<file path="src/rtl/serial_loader_pkg.sv">
// Package: shared type for the byte-to-serial loader.
// Holds the shifter state encoding that the shifter module uses.
package serial_loader_pkg;

    // Shifter activity: idle drives the line high, run emits bits
    typedef enum logic {
        SH_IDLE = 1'b0,
        SH_RUN  = 1'b1
    } shift_state_e;

endpackage

</file>
<file path="src/rtl/loader_strobe_sync.sv">
// Module: loader_strobe_sync
// Decodes the asynchronous host strobes. Passes the write qualification
// through a synchroniser chain and pulses wr_done for one cycle when the
// synchronised write ends. The data bus is staged on every edge at which
// the raw write qualification is high, so the byte survives the
// synchroniser latency even after the host drops it.
// Assumes: the host holds data stable while the write is qualified and
// does not start a new write until ready has gone low.
module loader_strobe_sync #(
    parameter int unsigned DATA_W      = 8,
    parameter int unsigned SYNC_STAGES = 2
) (
    input  logic              clk,
    input  logic              rst_n,
    input  logic              wr_n,
    input  logic              rd_n,
    input  logic              sel_lo_n,
    input  logic              sel_hi,
    input  logic [DATA_W-1:0] data_in,
    output logic              wr_done,
    output logic [DATA_W-1:0] wr_byte,
    output logic              rd_sel
);

    localparam int unsigned LAST_STG = SYNC_STAGES - 1;

    logic                   raw_wr;
    logic [SYNC_STAGES-1:0] sync_q;
    logic                   hist_q;
    logic [DATA_W-1:0]      stage_q;

    // Raw write and read qualification from the pins
    always_comb begin
        raw_wr = !wr_n && !sel_lo_n && rd_n && sel_hi;
        rd_sel = !rd_n && !sel_lo_n && sel_hi && wr_n;
    end

    // First synchroniser stage samples the raw qualification
    always_ff @(posedge clk) begin
        if (!rst_n) begin
            sync_q[0] <= 1'b0;
        end else begin
            sync_q[0] <= raw_wr;
        end
    end

    // Remaining synchroniser stages, one flop each
    generate
        for (genvar g = 1; g < SYNC_STAGES; g++) begin : g_sync
            always_ff @(posedge clk) begin
                if (!rst_n) begin
                    sync_q[g] <= 1'b0;
                end else begin
                    sync_q[g] <= sync_q[g-1];
                end
            end
        end
    endgenerate

    // History flop for falling-edge detection of the synchronised write
    always_ff @(posedge clk) begin
        if (!rst_n) begin
            hist_q <= 1'b0;
        end else begin
            hist_q <= sync_q[LAST_STG];
        end
    end

    // Staging register follows the bus while the write is qualified
    always_ff @(posedge clk) begin
        if (!rst_n) begin
            stage_q <= '0;
        end else if (raw_wr) begin
            stage_q <= data_in;
        end
    end

    // End of write: synchronised qualification has just dropped
    always_comb begin
        wr_done = hist_q && !sync_q[LAST_STG];
        wr_byte = stage_q;
    end

    // the end pulse lasts exactly one cycle
    p_done_single_r3: assert property (@(posedge clk) disable iff (!rst_n)
        wr_done |=> !wr_done)
        else $error("write-end pulse longer than one cycle");

    // staged byte only changes while the write is qualified
    p_stage_hold_r2: assert property (@(posedge clk) disable iff (!rst_n)
        !raw_wr |=> $stable(stage_q))
        else $error("staged byte changed outside a write");

endmodule

</file>
<file path="src/rtl/loader_hold_buf.sv">
// Module: loader_hold_buf
// First storage level. Accepts a byte on wr_done when it is empty, or when
// its present byte moves to the shifter in the same cycle. Hands its byte
// to the shifter whenever the shifter can take one. It generates ready
// from its own occupancy and the pending write-end pulse.
// Assumes: wr_done is a single-cycle pulse in the clk domain.
module loader_hold_buf #(
    parameter int unsigned DATA_W = 8
) (
    input  logic              clk,
    input  logic              rst_n,
    input  logic              wr_done,
    input  logic [DATA_W-1:0] wr_byte,
    input  logic              can_take,
    output logic              load,
    output logic [DATA_W-1:0] hold_byte,
    output logic              ready
);

    localparam int unsigned RUN_MAX = DATA_W + 2;
    localparam int unsigned RUN_W   = $clog2(RUN_MAX + 1);

    logic              hold_full_q;
    logic [DATA_W-1:0] hold_q;
    logic              accept;
    logic [RUN_W-1:0]  busy_run_q;

    // Handoff and accept decisions for this cycle
    always_comb begin
        load      = hold_full_q && can_take;
        accept    = wr_done && (!hold_full_q || load);
        hold_byte = hold_q;
        ready     = !hold_full_q && !wr_done;
    end

    // Occupancy flag and byte storage of the holding register
    always_ff @(posedge clk) begin
        if (!rst_n) begin
            hold_full_q <= 1'b0;
            hold_q      <= '0;
        end else if (accept) begin
            hold_full_q <= 1'b1;
            hold_q      <= wr_byte;
        end else if (load) begin
            hold_full_q <= 1'b0;
        end
    end

    // Checker counter: length of the current busy run, saturating
    always_ff @(posedge clk) begin
        if (!rst_n || ready) begin
            busy_run_q <= '0;
        end else if (busy_run_q < RUN_W'(RUN_MAX)) begin
            busy_run_q <= busy_run_q + RUN_W'(1);
        end
    end

    // a write ending while full and not draining leaves the byte intact
    p_drop_keeps_r10: assert property (@(posedge clk) disable iff (!rst_n)
        (wr_done && hold_full_q && !load) |=> (hold_full_q && $stable(hold_q)))
        else $error("held byte disturbed by a late write");

    // ready only rises after a handoff to the shifter
    p_ready_rise_r4: assert property (@(posedge clk) disable iff (!rst_n)
        $rose(ready) |-> $past(load))
        else $error("ready rose without a handoff");

    // busy never exceeds DATA_W+1 cycles
    p_busy_bound_r7: assert property (@(posedge clk) disable iff (!rst_n)
        busy_run_q <= RUN_W'(DATA_W + 1))
        else $error("busy interval too long");

endmodule

</file>
<file path="src/rtl/loader_shifter.sv">
// Module: loader_shifter
// Second storage level. Loads a byte, then shifts it out LSB first, one bit
// per cycle, for DATA_W cycles. It can take the next byte when idle, or in
// the cycle that shows the final bit, so back-to-back bytes leave no gap.
// The line is held high while idle.
// Assumes: DATA_W is at least 2.
module loader_shifter
    import serial_loader_pkg::*;
#(
    parameter int unsigned DATA_W = 8
) (
    input  logic              clk,
    input  logic              rst_n,
    input  logic              load,
    input  logic [DATA_W-1:0] load_byte,
    output logic              can_take,
    output logic              ser_out
);

    localparam int unsigned CNT_W = $clog2(DATA_W);
    localparam logic [CNT_W-1:0] LAST = CNT_W'(DATA_W - 1);

    shift_state_e      state_q;
    logic [DATA_W-1:0] sh_q;
    logic [CNT_W-1:0]  cnt_q;

    // Load, shift and bit-count sequencing
    always_ff @(posedge clk) begin
        if (!rst_n) begin
            state_q <= SH_IDLE;
            sh_q    <= '0;
            cnt_q   <= '0;
        end else if (load) begin
            state_q <= SH_RUN;
            sh_q    <= load_byte;
            cnt_q   <= '0;
        end else if (state_q == SH_RUN) begin
            if (cnt_q == LAST) begin
                state_q <= SH_IDLE;
            end else begin
                sh_q  <= sh_q >> 1;
                cnt_q <= cnt_q + CNT_W'(1);
            end
        end
    end

    // Free-slot flag and serial line drive
    always_comb begin
        can_take = (state_q == SH_IDLE) || (cnt_q == LAST);
        ser_out  = (state_q == SH_RUN) ? sh_q[0] : 1'b1;
    end

    // while running, the bit count advances by one each cycle
    p_count_step_r5: assert property (@(posedge clk) disable iff (!rst_n)
        (state_q == SH_RUN && cnt_q != LAST && !load)
            |=> (state_q == SH_RUN && cnt_q == $past(cnt_q) + CNT_W'(1)))
        else $error("bit count skipped or stalled");

    // a load only lands in a free slot
    p_load_free_r6: assert property (@(posedge clk) disable iff (!rst_n)
        load |-> (state_q == SH_IDLE || cnt_q == LAST))
        else $error("shifter overwritten mid-byte");

endmodule

</file>
<file path="src/rtl/byte_serial_loader.sv">
// Module: byte_serial_loader (top)
// Connects the strobe synchroniser, the holding register and the shifter,
// and drives the status read bus with the ready flag in its top bit.
// Assumes: the host follows the ready handshake described in the brief.
module byte_serial_loader #(
    parameter int unsigned DATA_W      = 8,
    parameter int unsigned SYNC_STAGES = 2
) (
    input  logic              clk,
    input  logic              rst_n,
    input  logic              host_wr_n,
    input  logic              host_rd_n,
    input  logic              host_sel_lo_n,
    input  logic              host_sel_hi,
    input  logic [DATA_W-1:0] host_data_in,
    output logic [DATA_W-1:0] host_stat_out,
    output logic              host_stat_oe,
    output logic              host_ready,
    output logic              ser_out
);

    logic              wr_done;
    logic [DATA_W-1:0] wr_byte;
    logic              rd_sel;
    logic              can_take;
    logic              load;
    logic [DATA_W-1:0] hold_byte;
    logic              ready;

    loader_strobe_sync #(
        .DATA_W      (DATA_W),
        .SYNC_STAGES (SYNC_STAGES)
    ) u_sync (
        .clk      (clk),
        .rst_n    (rst_n),
        .wr_n     (host_wr_n),
        .rd_n     (host_rd_n),
        .sel_lo_n (host_sel_lo_n),
        .sel_hi   (host_sel_hi),
        .data_in  (host_data_in),
        .wr_done  (wr_done),
        .wr_byte  (wr_byte),
        .rd_sel   (rd_sel)
    );

    loader_hold_buf #(
        .DATA_W (DATA_W)
    ) u_hold (
        .clk       (clk),
        .rst_n     (rst_n),
        .wr_done   (wr_done),
        .wr_byte   (wr_byte),
        .can_take  (can_take),
        .load      (load),
        .hold_byte (hold_byte),
        .ready     (ready)
    );

    loader_shifter #(
        .DATA_W (DATA_W)
    ) u_shift (
        .clk       (clk),
        .rst_n     (rst_n),
        .load      (load),
        .load_byte (hold_byte),
        .can_take  (can_take),
        .ser_out   (ser_out)
    );

    // Status read mux and ready output
    always_comb begin
        host_ready    = ready;
        host_stat_oe  = rd_sel;
        host_stat_out = rd_sel ? {ready, {(DATA_W-1){1'b0}}} : '0;
    end

endmodule

</file>
<file path="config.mk">
export PLATFORM = sky130hd
export DESIGN_NAME = byte_serial_loader
export DESIGN_NICKNAME = d
export VERILOG_FILES = /design/src/rtl/serial_loader_pkg.sv /design/src/rtl/loader_strobe_sync.sv /design/src/rtl/loader_hold_buf.sv /design/src/rtl/loader_shifter.sv /design/src/rtl/byte_serial_loader.sv
export SDC_FILE = /design/constraint.sdc
export NUM_CORES = 1
export LEC_CHECK = 0
export BUFFER_PORTS_ARGS = -buffer_cell sky130_fd_sc_hd__buf_4
export CAP_MARGIN = 20
export CORE_MARGIN = 2
export CORE_UTILIZATION = 50
export DETAILED_ROUTE_END_ITERATION = 12
export GPL_TIMING_DRIVEN = 0
export PLACE_DENSITY = 0.73
export SETUP_SLACK_MARGIN = 0.4
export SYNTH_ARGS = -nofsm -noshare
export SYNTH_HDL_FRONTEND = slang
export SYNTH_SLANG_ARGS = --single-unit
export TNS_END_PERCENT = 20
</file>
<file path="constraint.sdc">
create_clock -name clk -period 1.6 [get_ports clk]
set_input_delay 0.16 -clock clk [delete_from_list [all_inputs] [get_ports clk]]
set_output_delay 0.16 -clock clk [all_outputs]
set_load 0.02 [all_outputs]
</file>
After elaboration in Yosys (flattened, before gate mapping)
Cells that the tools add are included.

Output and inout port bits: 11. Input bits: 14. Register bits after elaboration: 32. Memories: 0. Logic and storage cells: 48. Memory bits (read-only): 0. Memory bits (writable): 0. Latch bits: 0.

Multiplexer cells: 10. $lt $le $gt $ge: 0. Reductions and logical operators: 23. $add $sub $neg: 1. Shift operators: 0. Equal/unequal tests: 2. Bitwise operators: 3. Multiply operators: 0. Divide/modulo/power cells: 0.

Operators with widths (number): $mux W8 (4); $logic_and A1 B1 Y1 (10); $logic_not A1 Y1 (6); $mux W1 (6); $reduce_and A2 Y1 (2); $reduce_bool A2 Y1 (2); $add A3 B1 Y3 const B (1); $eq A3 B3 Y1 const B (1); $not A1 Y1 (3); $logic_or A1 B1 Y1 (2); $ne A2 B2 Y1 const B (1); $reduce_or A2 Y1 (1).

Depth between registers and ports, before layout
Depth in word-level cells: 6. Gate-level depth with buffers: 7. Depth with buffers taken out: 5.

Hierarchy
A second synthesis with hierarchy kept.

Cell total of the unflattened synthesis: 156. Area, all modules: 1401.3 um^2.

By module, submodules not included: loader_shifter (area an instance 518.0 um^2, instances 1, sequential area each 240.2 um^2, cells each 62); loader_strobe_sync (area an instance 435.4 um^2, instances 1, sequential area each 220.2 um^2, cells each 44); loader_hold_buf (area an instance 385.4 um^2, instances 1, sequential area each 180.2 um^2, cells each 41); byte_serial_loader (area an instance 62.6 um^2, instances 1, sequential area each 0.0 um^2, cells each 9).

Least setup slack after synthesis
Ideal clock, no wire load.

Kind: input to output. Start point: input host_sel_hi. End point: output host_stat_out[7]. Stages on the path: 2. Path slack: 178 ps. Data required time: 1440 ps. Buffers on the path: 0. Data arrival time: 1262 ps. Cell sequence: nor4bb_1 > and2_1.

Longest elaborated chain between the ends: 3.

Ends and longest elaborated chain: from (decl) (line byte_serial_loader.sv:14) `input logic host_sel_hi,`; $logic_and A1 B1 Y1 (2 in a row) (line loader_strobe_sync.sv:35) `rd_sel = !rd_n && !sel_lo_n && sel_hi && wr_n;`; $mux W8 (line byte_serial_loader.sv:74) `host_stat_out = rd_sel ? {ready, {(DATA_W-1){1'b0}}} : '0;`; to (decl) (line byte_serial_loader.sv:16) `output logic [DATA_W-1:0] host_stat_out,`.

Every way passes these cells.

Final worst setup path
Start point: register u_shift.cnt_q[1]. End point: register u_hold.hold_q[3], in the netlist u_hold.hold_byte[3].

Longest elaborated chain between the ends: 5.

Ends and longest elaborated chain: from (decl) (line loader_shifter.sv:25) `logic [CNT_W-1:0] cnt_q;`; from (signal assigned) (line loader_shifter.sv:42) `cnt_q <= cnt_q + CNT_W'(1);`; $eq A3 B3 Y1 (line loader_shifter.sv:49) `can_take = (state_q == SH_IDLE) || (cnt_q == LAST);`; $logic_or A1 B1 Y1 (line loader_shifter.sv:49); $logic_and A1 B1 Y1 (line loader_hold_buf.sv:30) `load = hold_full_q && can_take;`; $logic_or A1 B1 Y1 (line loader_hold_buf.sv:31) `accept = wr_done && (!hold_full_q || load);`; $logic_and A1 B1 Y1 (line loader_hold_buf.sv:31); to (signal assigned) (line loader_hold_buf.sv:43) `hold_q <= wr_byte;`; to (decl) (line loader_hold_buf.sv:24) `logic [DATA_W-1:0] hold_q;`.

Every way passes these cells. A chain may end at the register's enable or synchronous reset.

==> out/qor.yml <==
critical_path:
  critPathMaxStageDelay_ns: 0.36
  critPathArrivalTime_ns: 1.64
  rrSetupSlack_ns: 0.22
  crit_path_start_kind: "flip-flop"
  cp.buffers_inverters: 1
  crit_top_cell: "ha_4"
  critical_path_class: "flip-flop to flip-flop"
  r2r_start: "u_shift.cnt_q[1]"
  cp_max_fo: 8
  crit_path_end_kind: "flip-flop"
  slowest_stage: "dfxtp_2"
  path_cells: "ha_4 > ha_4 > and2b_4 > a21boi_2 > buf_6 > mux2i_1"
  path_delay_family: "flip-flops"
  reg2reg_depth: 6
  cp.required_ns: 1.86
  r2r-end: "u_hold.hold_byte[3]"
yosys:
  synth_cells: 140
  ys_warn_count: 0
  synth-seq-cells: 32
  avgSynthCellArea_um2: 10.08
  netlist_area_mm2: 0.001411
  synth_cell_types: 23
  synth-seq-area-share_pct: 45.39
sta:
  fin_crit_ns: 1.380
  clock_skew_ns: 0.01009
  fin_crit_sh_pct: 86.27
  hold_viol_final: 0
  finalSetupViolCount: 0
  drv_slew: 0
  fin_hold_ws_ns: 0.07657
  tns_ns: 0
  max_clock_freq_mhz: 724.4
  rsz0062_at_grt: "true"
floorplanning:
  die_w_um: 57.13
  pin_count: 25
  coreArea_mm2: 0.002710
  die_height_um: 57.13
  start_util_pct: 52.08
  fp.dieArea_mm2: 0.003264
  fp-row-count: 19
grt:
  met3_usage_pct: 6.803
  antenna_found_initial: 0
  overflow: 0
  grt_max_degree: 11
  grtUsageMet2_pct: 28.24
  grt.busiest_layer: "met2"
  grt_pass1_vias: 945
  grt_use_total_pct: 17.66
  grt_pass1_wl_mm: 4.250
  use_met1_pct: 20.49
clock_tree:
  cts_sinks: 32
  clkTransAtPathRegs_ns: 0.10
  cts-root-buf: "clkbuf_4"
  clk-insertion-delay-late_ns: 0.34
  cts_tree: "yes"
  htreeDepth: 2
  cts_hold_buf: 0
  cts_buffers: 5
  cts_max_path_buffers: 2
worst_hold_path:
  min_from: "host_data_in[5]"
  hold_depth: 3
  hp-class: "input port to flip-flop"
  worstHoldEndpoint: "u_sync.wr_byte[5]"
power_and_ir_drop:
  p_leak_nw: 0.7917
  power_density_mw_per_mm2: 878.5
  ir_drop_uv: 689.9
cells_and_area:
  layout_common_cells: "dfxtp_1 (29), nand2_1 (26), buf_4 (26), mux2i_1 (24), nor2b_1 (9)"
  final_common_cell: "dfxtp_1"
  antenna_cells: 0
  final_net_count: 191
  area_growth_pct: 29.08
  layout-drive-gt1-share_pct: 31.25
  fillers: 230
drt:
  drc: 0
  wire_per_inst_um: 12.07
  drt_iter0_drc: 28
  via_count: 971
  first_pass_iters: 4
  routed_via_density: 4.691
  drt_wl_total_mm: 2.499
  ant_nets: 0
outcome:
  status: "complete, no violations"
placed_design:
  gp_congestion: 0.7252
  dp_hpwl_mm: 1.765
  io_buffers: 16
flow_run:
  drv_cap: 0
worst min-delay path, cell delays in order:
cell and delay [ns]:
buf_4 0.08, mux2i_1 0.05, nor2b_1 0.09
cells in the mapped netlist, drive strengths merged:
cell type,count,area (um2)
dfxtp,32,640.6
nand2,26,97.59
mux2i,24,240.2
buf,13,106.3
nor2b,10,62.56
o211a,7,70.07
and2,4,25.02
clkbuf,4,15.01
a21boi,3,26.27
nor2,3,11.26
ha,2,25.02
nand2b,2,12.51
nand3b,2,15.01
o21a,2,15.01
a21oi,1,5.000
and2b,1,10.01
and4bb,1,12.51
conb,1,3.750
nor3b,1,7.510
nor4bb,1,10.01
registers in the layout, summed over array words and instances (netlist names):
register / flops
u_shift.sh_q: 8
u_shift.state_q: 1
u_shift.cnt_q: 3
u_hold.hold_byte: 8
u_hold.hold_full_q: 1
u_sync.hist_q: 1
u_sync.wr_byte: 8
u_sync.sync_q: 2
metal layers:
layer	wire (um)	vias to the layer above
met1	1121	426
met3	114	7
met5	0	-
met2	1208	18
li1	-	520
met4	53	0
timing repair:
action | 4_1_cts | 5_1_grt
setup buffers | 6 | 0
resized for setup | 10 | 0
pin swaps | 3 | 2
setup endpoints to repair | 21 | 23
area by class of cell:
class,instances,area (um2),share of cell area (%)
clock buffers,7,65.06,3.571
flip-flops and latches,32,644.4,35.37
plain buffers,17,138.9,7.624
clock inverters,1,30.03,1.648
repair buffers,22,176.4,9.684
multi-input cells,97,728.2,39.97
well taps,31,38.79,2.129
worst max-delay path by stage:
stage,slack (ns),depth (start not counted),start,to
2_1_floorplan,0.31,6,u_shift.cnt_q[1],u_hold.hold_byte[0]
3_3_place_gp,0.26,6,u_shift.cnt_q[0],u_hold.hold_byte[7]
3_5_place_dp,0.20,6,u_shift.cnt_q[1],u_hold.hold_byte[3]
4_1_cts,0.20,6,u_shift.cnt_q[0],u_hold.hold_byte[3]
5_1_grt,0.15,6,u_shift.cnt_q[1],u_hold.hold_byte[6]
6_report,0.22,6,u_shift.cnt_q[1],u_hold.hold_byte[3]
power by group:
group	total (W)	switching (W)	internal, W
Sequential	0.000805	0.00000308	0.000802
Combinational	0.000104	0.0000490	0.0000545
Clock	0.000691	0.000277	0.000415
Total	0.00160	0.000329	0.00127
logic make-up (layout without fill, tap and decap cells):
kind of cell | count (synthesis) | count (layout) | synth area share, %
AOI/OAI and AO/OA | 13 | 13 | 8.244
and+or+nand+nor | 51 | 51 | 18.70
muxes | 24 | 24 | 17.02
adders and majority gates | 2 | 2 | 1.773
buffers and inverters | 17 | 47 | 8.598
other | 1 | 7 | 0.2657
DFF | 32 | 32 | 45.39
through the flow:
stage	cell area (um2)	setup slack [ns]	utilization, %	std cells	total power [W]
global placement	1647	0.2640	60.76	193	0.0009224
global route	1822	0.1476	67.22	207	0.001665
detailed placement	1647	0.1995	60.76	193	0.0009245
CTS	1822	0.1953	67.22	207	0.001618
finish	1822	0.2196	67.22	207	0.001600
floorplan	1488	0.3134	-	146	0.0008896
(Power assumes the default switching activity.)
